## src/rtl/adc_compute_pkg.sv

```systemverilog
package adc_compute_pkg;
  typedef enum logic [1:0] {
    MODE_BASIC = 2'd0,
    MODE_AVG   = 2'd1,
    MODE_BURST = 2'd2,
    MODE_LPF   = 2'd3
  } mode_e;

  typedef struct packed {
    logic passSample;
    logic accumSample;
    logic finishAvg;
    logic filterSample;
    logic clearAcc;
  } ctrl_t;
endpackage

```

## src/rtl/adc_compute_ctrl.sv

```systemverilog
module adc_compute_ctrl
  import adc_compute_pkg::*;
#(
  parameter int CNT_W = 5
) (
  input  logic             clk,
  input  logic             rstN,
  input  logic             trigger,
  input  logic             sampleValid,
  input  logic [1:0]       mode,
  input  logic [CNT_W-1:0] rptCount,
  output ctrl_t            ctl,
  output logic             convStart
);
  mode_e modeNow, modeQ;
  logic [CNT_W-1:0] cntQ, rptEff;
  logic busyQ, convStartQ, modeChange, lastSample;

  assign modeNow    = mode_e'(mode);
  assign modeChange = (modeNow != modeQ);
  assign rptEff     = (rptCount == '0) ? CNT_W'(1) : rptCount;
  assign lastSample = ({1'b0, cntQ} + 1'b1) >= {1'b0, rptEff};
  assign convStart  = convStartQ;

  always_comb begin
    ctl = '0;
    ctl.clearAcc = modeChange;
    if (!modeChange && sampleValid) begin
      unique case (modeNow)
        MODE_BASIC: ctl.passSample = 1'b1;
        MODE_AVG: begin
          ctl.finishAvg   = lastSample;
          ctl.accumSample = !lastSample;
        end
        MODE_BURST: begin
          ctl.finishAvg   = busyQ && lastSample;
          ctl.accumSample = busyQ && !lastSample;
        end
        MODE_LPF: ctl.filterSample = 1'b1;
        default: ;
      endcase
    end
  end

  always_ff @(posedge clk or negedge rstN) begin
    if (!rstN) begin
      modeQ      <= MODE_BASIC;
      cntQ       <= '0;
      busyQ      <= 1'b0;
      convStartQ <= 1'b0;
    end else begin
      modeQ <= modeNow;
      if (modeChange) begin
        cntQ       <= '0;
        busyQ      <= 1'b0;
        convStartQ <= 1'b0;
      end else begin
        if (ctl.finishAvg)        cntQ <= '0;
        else if (ctl.accumSample) cntQ <= cntQ + 1'b1;
        if (modeNow == MODE_BURST) begin
          if (!busyQ && trigger) begin
            busyQ      <= 1'b1;
            convStartQ <= 1'b1;
          end else begin
            convStartQ <= busyQ && ctl.accumSample;
            if (ctl.finishAvg) busyQ <= 1'b0;
          end
        end else begin
          busyQ      <= 1'b0;
          convStartQ <= trigger;
        end
      end
    end
  end

  // Strobes to the datapath are mutually exclusive
  assert_strobe_onehot_R9: assert property (@(posedge clk) disable iff (!rstN)
    $onehot0({ctl.passSample, ctl.accumSample, ctl.finishAvg, ctl.filterSample, ctl.clearAcc}));

  // A trigger during a running burst requests nothing
  assert_burst_trigger_ignored_R5: assert property (@(posedge clk) disable iff (!rstN)
    (modeNow == MODE_BURST && !modeChange && busyQ && trigger && !sampleValid) |=> !convStart);

  // Closing a burst returns to idle
  assert_burst_closes_R4: assert property (@(posedge clk) disable iff (!rstN)
    (ctl.finishAvg && modeNow == MODE_BURST) |=> !busyQ);
endmodule

```

## src/rtl/adc_compute_dp.sv

```systemverilog
module adc_compute_dp
  import adc_compute_pkg::*;
#(
  parameter int DATA_W  = 10,
  parameter int CNT_W   = 5,
  parameter int SHIFT_W = 3,
  parameter int GUARD   = 8
) (
  input  logic                     clk,
  input  logic                     rstN,
  input  ctrl_t                    ctl,
  input  logic [DATA_W-1:0]        sampleData,
  input  logic [SHIFT_W-1:0]       shiftAmt,
  input  logic [DATA_W-1:0]        setpoint,
  input  logic signed [DATA_W+1:0] lowThr,
  input  logic signed [DATA_W+1:0] highThr,
  output logic [DATA_W-1:0]        result,
  output logic                     resultValid,
  output logic                     thrIrq,
  output logic                     errFlag
);
  localparam int ACC_W = DATA_W + CNT_W;
  localparam int FW    = DATA_W + GUARD + 1;

  logic [ACC_W-1:0] accQ, sumNext, avgShift;
  logic [DATA_W-1:0] avgSat, newResult;
  logic signed [FW-1:0] filtQ, filtNext;
  logic signed [FW:0] diff, step;
  logic signed [DATA_W+1:0] errVal;
  logic newValid, inWin;

  assign sumNext  = accQ + ACC_W'(sampleData);
  assign avgShift = sumNext >> shiftAmt;
  assign avgSat   = (|avgShift[ACC_W-1:DATA_W]) ? {DATA_W{1'b1}} : avgShift[DATA_W-1:0];

  assign diff     = $signed({2'b00, sampleData, {GUARD{1'b0}}}) - $signed({filtQ[FW-1], filtQ});
  assign step     = diff >>> shiftAmt;
  assign filtNext = filtQ + step[FW-1:0];

  always_comb begin
    newValid  = ctl.passSample | ctl.finishAvg | ctl.filterSample;
    newResult = sampleData;
    if (ctl.finishAvg)         newResult = avgSat;
    else if (ctl.filterSample) newResult = filtNext[GUARD +: DATA_W];
  end

  assign errVal = $signed({2'b00, newResult}) - $signed({2'b00, setpoint});
  assign inWin  = (errVal > lowThr) && (errVal < highThr);

  always_ff @(posedge clk or negedge rstN) begin
    if (!rstN) begin
      accQ        <= '0;
      filtQ       <= '0;
      result      <= '0;
      resultValid <= 1'b0;
      thrIrq      <= 1'b0;
      errFlag     <= 1'b0;
    end else begin
      if (ctl.clearAcc || ctl.finishAvg) accQ <= '0;
      else if (ctl.accumSample)          accQ <= sumNext;
      if (ctl.filterSample) filtQ <= filtNext;
      resultValid <= newValid;
      if (newValid) result <= newResult;
      thrIrq  <= newValid && inWin;
      errFlag <= newValid && !inWin;
    end
  end

  // Comparison pulses never coincide
  assert_flags_exclusive_R8: assert property (@(posedge clk) disable iff (!rstN)
    !(thrIrq && errFlag));

  // Comparison pulses only ride on a result
  assert_flags_with_valid_R8: assert property (@(posedge clk) disable iff (!rstN)
    (thrIrq || errFlag) |-> resultValid);

  // Basic mode forwards the sample unchanged
  assert_passthrough_R1: assert property (@(posedge clk) disable iff (!rstN)
    ctl.passSample |=> (resultValid && result == $past(sampleData)));
endmodule

```

## src/rtl/adc_compute.sv

```systemverilog
module adc_compute
  import adc_compute_pkg::*;
#(
  parameter int DATA_W  = 10,
  parameter int CNT_W   = 5,
  parameter int SHIFT_W = 3,
  parameter int GUARD   = 8
) (
  input  logic                     clk,
  input  logic                     rstN,
  input  logic                     trigger,
  input  logic                     sampleValid,
  input  logic [DATA_W-1:0]        sampleData,
  input  logic [1:0]               mode,
  input  logic [CNT_W-1:0]         rptCount,
  input  logic [SHIFT_W-1:0]       shiftAmt,
  input  logic [DATA_W-1:0]        setpoint,
  input  logic signed [DATA_W+1:0] lowThr,
  input  logic signed [DATA_W+1:0] highThr,
  output logic                     convStart,
  output logic [DATA_W-1:0]        result,
  output logic                     resultValid,
  output logic                     thrIrq,
  output logic                     errFlag
);
  ctrl_t ctl;

  adc_compute_ctrl #(.CNT_W(CNT_W)) u_ctrl (
    .clk(clk), .rstN(rstN), .trigger(trigger), .sampleValid(sampleValid),
    .mode(mode), .rptCount(rptCount), .ctl(ctl), .convStart(convStart)
  );

  adc_compute_dp #(.DATA_W(DATA_W), .CNT_W(CNT_W), .SHIFT_W(SHIFT_W), .GUARD(GUARD)) u_dp (
    .clk(clk), .rstN(rstN), .ctl(ctl), .sampleData(sampleData), .shiftAmt(shiftAmt),
    .setpoint(setpoint), .lowThr(lowThr), .highThr(highThr), .result(result),
    .resultValid(resultValid), .thrIrq(thrIrq), .errFlag(errFlag)
  );
endmodule

```

## config.mk

```make
export PLATFORM = sky130hd
export DESIGN_NAME = adc_compute
export DESIGN_NICKNAME = d
export VERILOG_FILES = /design/src/rtl/adc_compute_pkg.sv /design/src/rtl/adc_compute_ctrl.sv /design/src/rtl/adc_compute_dp.sv /design/src/rtl/adc_compute.sv
export SDC_FILE = /design/constraint.sdc
export NUM_CORES = 1
export LEC_CHECK = 0
export BUFFER_PORTS_ARGS = -buffer_cell sky130_fd_sc_hd__buf_2
export CAP_MARGIN = 20
export CORE_UTILIZATION = 55
export DETAILED_ROUTE_END_ITERATION = 7
export GPL_TIMING_DRIVEN = 0
export MAX_ROUTING_LAYER = met4
export PLACE_DENSITY = 0.83
export SYNTH_ARGS = -nofsm -noshare
export SYNTH_HDL_FRONTEND = slang
export SYNTH_HIERARCHICAL = 1
export SYNTH_SLANG_ARGS = --single-unit
```

## constraint.sdc

```tcl
create_clock -name clk -period 8.1 [get_ports clk]
set_input_delay 0 -clock clk [delete_from_list [all_inputs] [get_ports clk]]
set_output_delay 0 -clock clk [all_outputs]
set_load 0.05 [all_outputs]
```

==> impl_metrics.env <==
export IMPL_outcome="complete, no violations"
export IMPL_overflow=0
export IMPL_min_from="trigger"
export IMPL_slew_headroom=0.476
export IMPL_yosys_top_cells_area="dfrtp_1, ha_1, mux2i_1"
export IMPL_endpoint_kind="register"
export IMPL_htree_num_levels=2
export IMPL_synth_ff_type="dfrtp_1"
export IMPL_clkTransAtPathRegs_ns=0.08
export IMPL_skew_ns=0.00556
export IMPL_synth_top_area_cell="dfrtp_1"
export IMPL_numCtsBuffers=5
export IMPL_cts_tree="yes"
export IMPL_cts_buffer_depth=2
export IMPL_sw_frac_of_total=0.494
export IMPL_cts_root_buffer="clkbuf_16"
export IMPL_synthCells=845
export IMPL_comb_power_share=0.731
export IMPL_clock_sinks=56
export IMPL_internal_power_mw=1.23
export IMPL_grt_use_total=0.294
export IMPL_postSynthAreaPerCell_um2=8.20
export IMPL_seqPwrFrac=0.175
export IMPL_cp_arrival_ns=7.89
export IMPL_rr_startpoint="u_dp/filtQ[9]"
export IMPL_clockPowerShare=0.094
export IMPL_antenna_cells=0
export IMPL_grt_pass1_wl_um=29700
export IMPL_wl_met2_um=8270
export IMPL_routed_via_density=6.06
export IMPL_fp_row_count=40
export IMPL_async_reset_ff_frac=1.00
export IMPL_post_dp_hpwl_um=14400
export IMPL_worst_pin_slew_ns=0.786
export IMPL_timing_critical_path_mode_cell="o21ai_0"
export IMPL_multiInputGateArea_um2=5150
export IMPL_seq_area_um2=1400
export IMPL_initial_core_util=0.569
export IMPL_peakVddDrop_mv=0.203
export IMPL_worstSetupPathType="register to register"
export IMPL_finalMaxSlewViolations=0
export IMPL_crit_fanout=5
export IMPL_required_ns=8.34
export IMPL_synth_edff_count=0
export IMPL_final_antenna_net_count=0
export IMPL_antenna_found_initial=0
export IMPL_io_buffers=68
export IMPL_power_density_nw_per_um2=316
export IMPL_finalWirelength_um=18200
export IMPL_synth_most_common_cell="ha_1"
export IMPL_grt_pass1_vias=6270
export IMPL_leakage_nw=3.71
export IMPL_vias=6627
export IMPL_fp_dieW_um=114
export IMPL_die_area_um2=13000
export IMPL_coreArea_um2=12200
export IMPL_syn_num_nets=990
export IMPL_synth_cell_type_count=71
export IMPL_highest_layer="met4"
export IMPL_critPathLaunchType="register"
export IMPL_drtIter0Drc=506
export IMPL_ys_seq_area_frac=0.202
export IMPL_layout_min_cycle_time_ns=7.65
export IMPL_ys_ff_latch=56
export IMPL_io_pins=72
export IMPL_synthToLayoutAreaGrowth_pct=11.2
export IMPL_max_cap_violations=0
export IMPL_netSwitchingPower_mw=1.20
export IMPL_total_power_mw=2.43
export IMPL_grt_max_degree=33
export IMPL_fin_crit_sh=0.944
export IMPL_remaining_drc_errors=0
export IMPL_synthDominantCellAreaShare=0.202
export IMPL_drive_above_1_share=0.138
export IMPL_crit_path_start="u_dp/filtQ[9]"
export IMPL_ys_warn_count=6
export IMPL_clock_fmax_mhz=131
export IMPL_n_fill_cell=1057
export IMPL_synthTopCellsByCount="ha_1, nor2_1, inv_1, nand2_1, dfrtp_1"
export IMPL_fp_dieH_um=114
export IMPL_hp_class="input pin to register"
export IMPL_finalHoldViolCount=0
export IMPL_dp_worst_setup_slack_ns=0.130
export IMPL_setup_viol=0
export IMPL_insertion_delay_ns=0.30
export IMPL_wl_per_cell_um=16.6
export IMPL_finalWorstSetupSlack_ns=0.450
export IMPL_critPathSlowestCell="a2111o_1"
export IMPL_wl_met3_um=1310
export IMPL_wl_met1_um=8190
export IMPL_globalplace_congestion=0.981
export IMPL_layout_nets=1070
export IMPL_netlist_area_um2=6930
export IMPL_dr_pass1_iters=6
export IMPL_crit_path_max_incr_delay_ns=0.42
kinds of logic after synthesis:
group,count (synthesis),share of synthesized area
xor gates and xnor gates,57,0.0721
AOI/OAI and AO/OA,235,0.231
muxes,62,0.104
DFF,56,0.202
and+or+nand+nor,247,0.174
buffers and inverters,101,0.0567
adders and majority gates,87,0.160
cells in the final DEF (no fill, tap or decap), drive strengths merged, types with 5 or more instances in the layout:
cell	instances
buf	75
nor2b	8
mux2	17
a211o	5
clkbuf	34
mux4	6
a21o	22
nor2	82
xnor2	39
nand2	63
o21ai	53
o211ai	9
nand4	5
ha	84
dfrtp	56
mux2i	39
or2	7
nand2b	13
a21oi	56
xor2	18
nand3	19
a211oi	15
and2	13
and3	8
nor3	17
o21a	12
inv	70
a31oi	12
state kept, by name, summed over array words and instances, names as in the netlist:
signal	cells
u_dp/errFlag	1
u_dp/filtQ	19
u_ctrl/busyQ	1
u_dp/result	10
u_ctrl/convStart	1
u_dp/resultValid	1
u_dp/thrIrq	1
u_ctrl/cntQ	5
u_dp/accQ	15
u_ctrl/modeQ	2
per-layer routing:
metal,vias to the layer above,global-route usage
li1,3207,-
met1,3088,0.381
met2,296,0.473
met3,36,0.0429
met4,0,0.0918
met5,-,-
final cells by class:
class	instances	share of cell area
timing repair buffer	73	0.0513
inverter	70	0.0341
multi-input combinational	688	0.669
sequential	56	0.182
tap	168	0.0273
clock buffer	8	0.0190
buffer	31	0.0169
repair_timing:
item / in CTS / in global routing
resized for setup: 0 / 4
endpoints found under the hold margin: 33 / 0
setup endpoints to repair: 0 / 2
hold buffers: 3 / 0
buffers inserted: 0 / 0
path summary, 6_finish.rpt:
path / depth (start not counted) / end / slack, ns
max: 36 / u_dp/errFlag / 0.45
min: 3 / u_ctrl/convStart / 0.03
max reg2reg: 36 / u_dp/errFlag / 0.45
min reg2reg: 2 / u_dp/result[3] / 0.48
max in group asynchronous: 3 / u_ctrl/cntQ[1] / 7.17
min in group asynchronous: 2 / u_dp/filtQ[2] / 0.31
per-stage QoR:
step	util	hold WS, ns	area, µm²	cells	setup TNS, ns
CTS	0.631	0.0417	7670	1093	0
detailed placement	0.616	0.136	7500	1082	0
global placement	0.615	0.182	7480	1081	0
global route	0.633	0.0350	7700	1094	-0.0537
finish	0.633	0.0343	7700	1094	0
floorplan	-	-0.296	6930	845	0
critical path, delay by kind of cell (launching register included):
kind / cells / cell delay, ns
buffers and inverters: 1 / 0.10
AND/OR/NAND/NOR: 10 / 1.46
AO/OA/AOI/OAI: 16 / 3.49
flip-flops: 1 / 0.39
adder cells (fa/ha/maj): 4 / 1.19
XOR/XNOR: 2 / 0.26
multiplexers: 3 / 0.68
power groups by stage:
| stage | Sequential [mW] | Clock (mW) | Combinational, mW |
|---|---|---|---|
| global route | 0.432 | 0.244 | 1.95 |
| global placement | 0.419 | 0 | 1.67 |
| floorplan | 0.475 | 0 | 1.31 |
| CTS | 0.417 | 0.232 | 1.73 |
| finish | 0.424 | 0.230 | 1.78 |
| detailed placement | 0.421 | 0 | 1.71 |
Power figures use the tool's default switching activity.
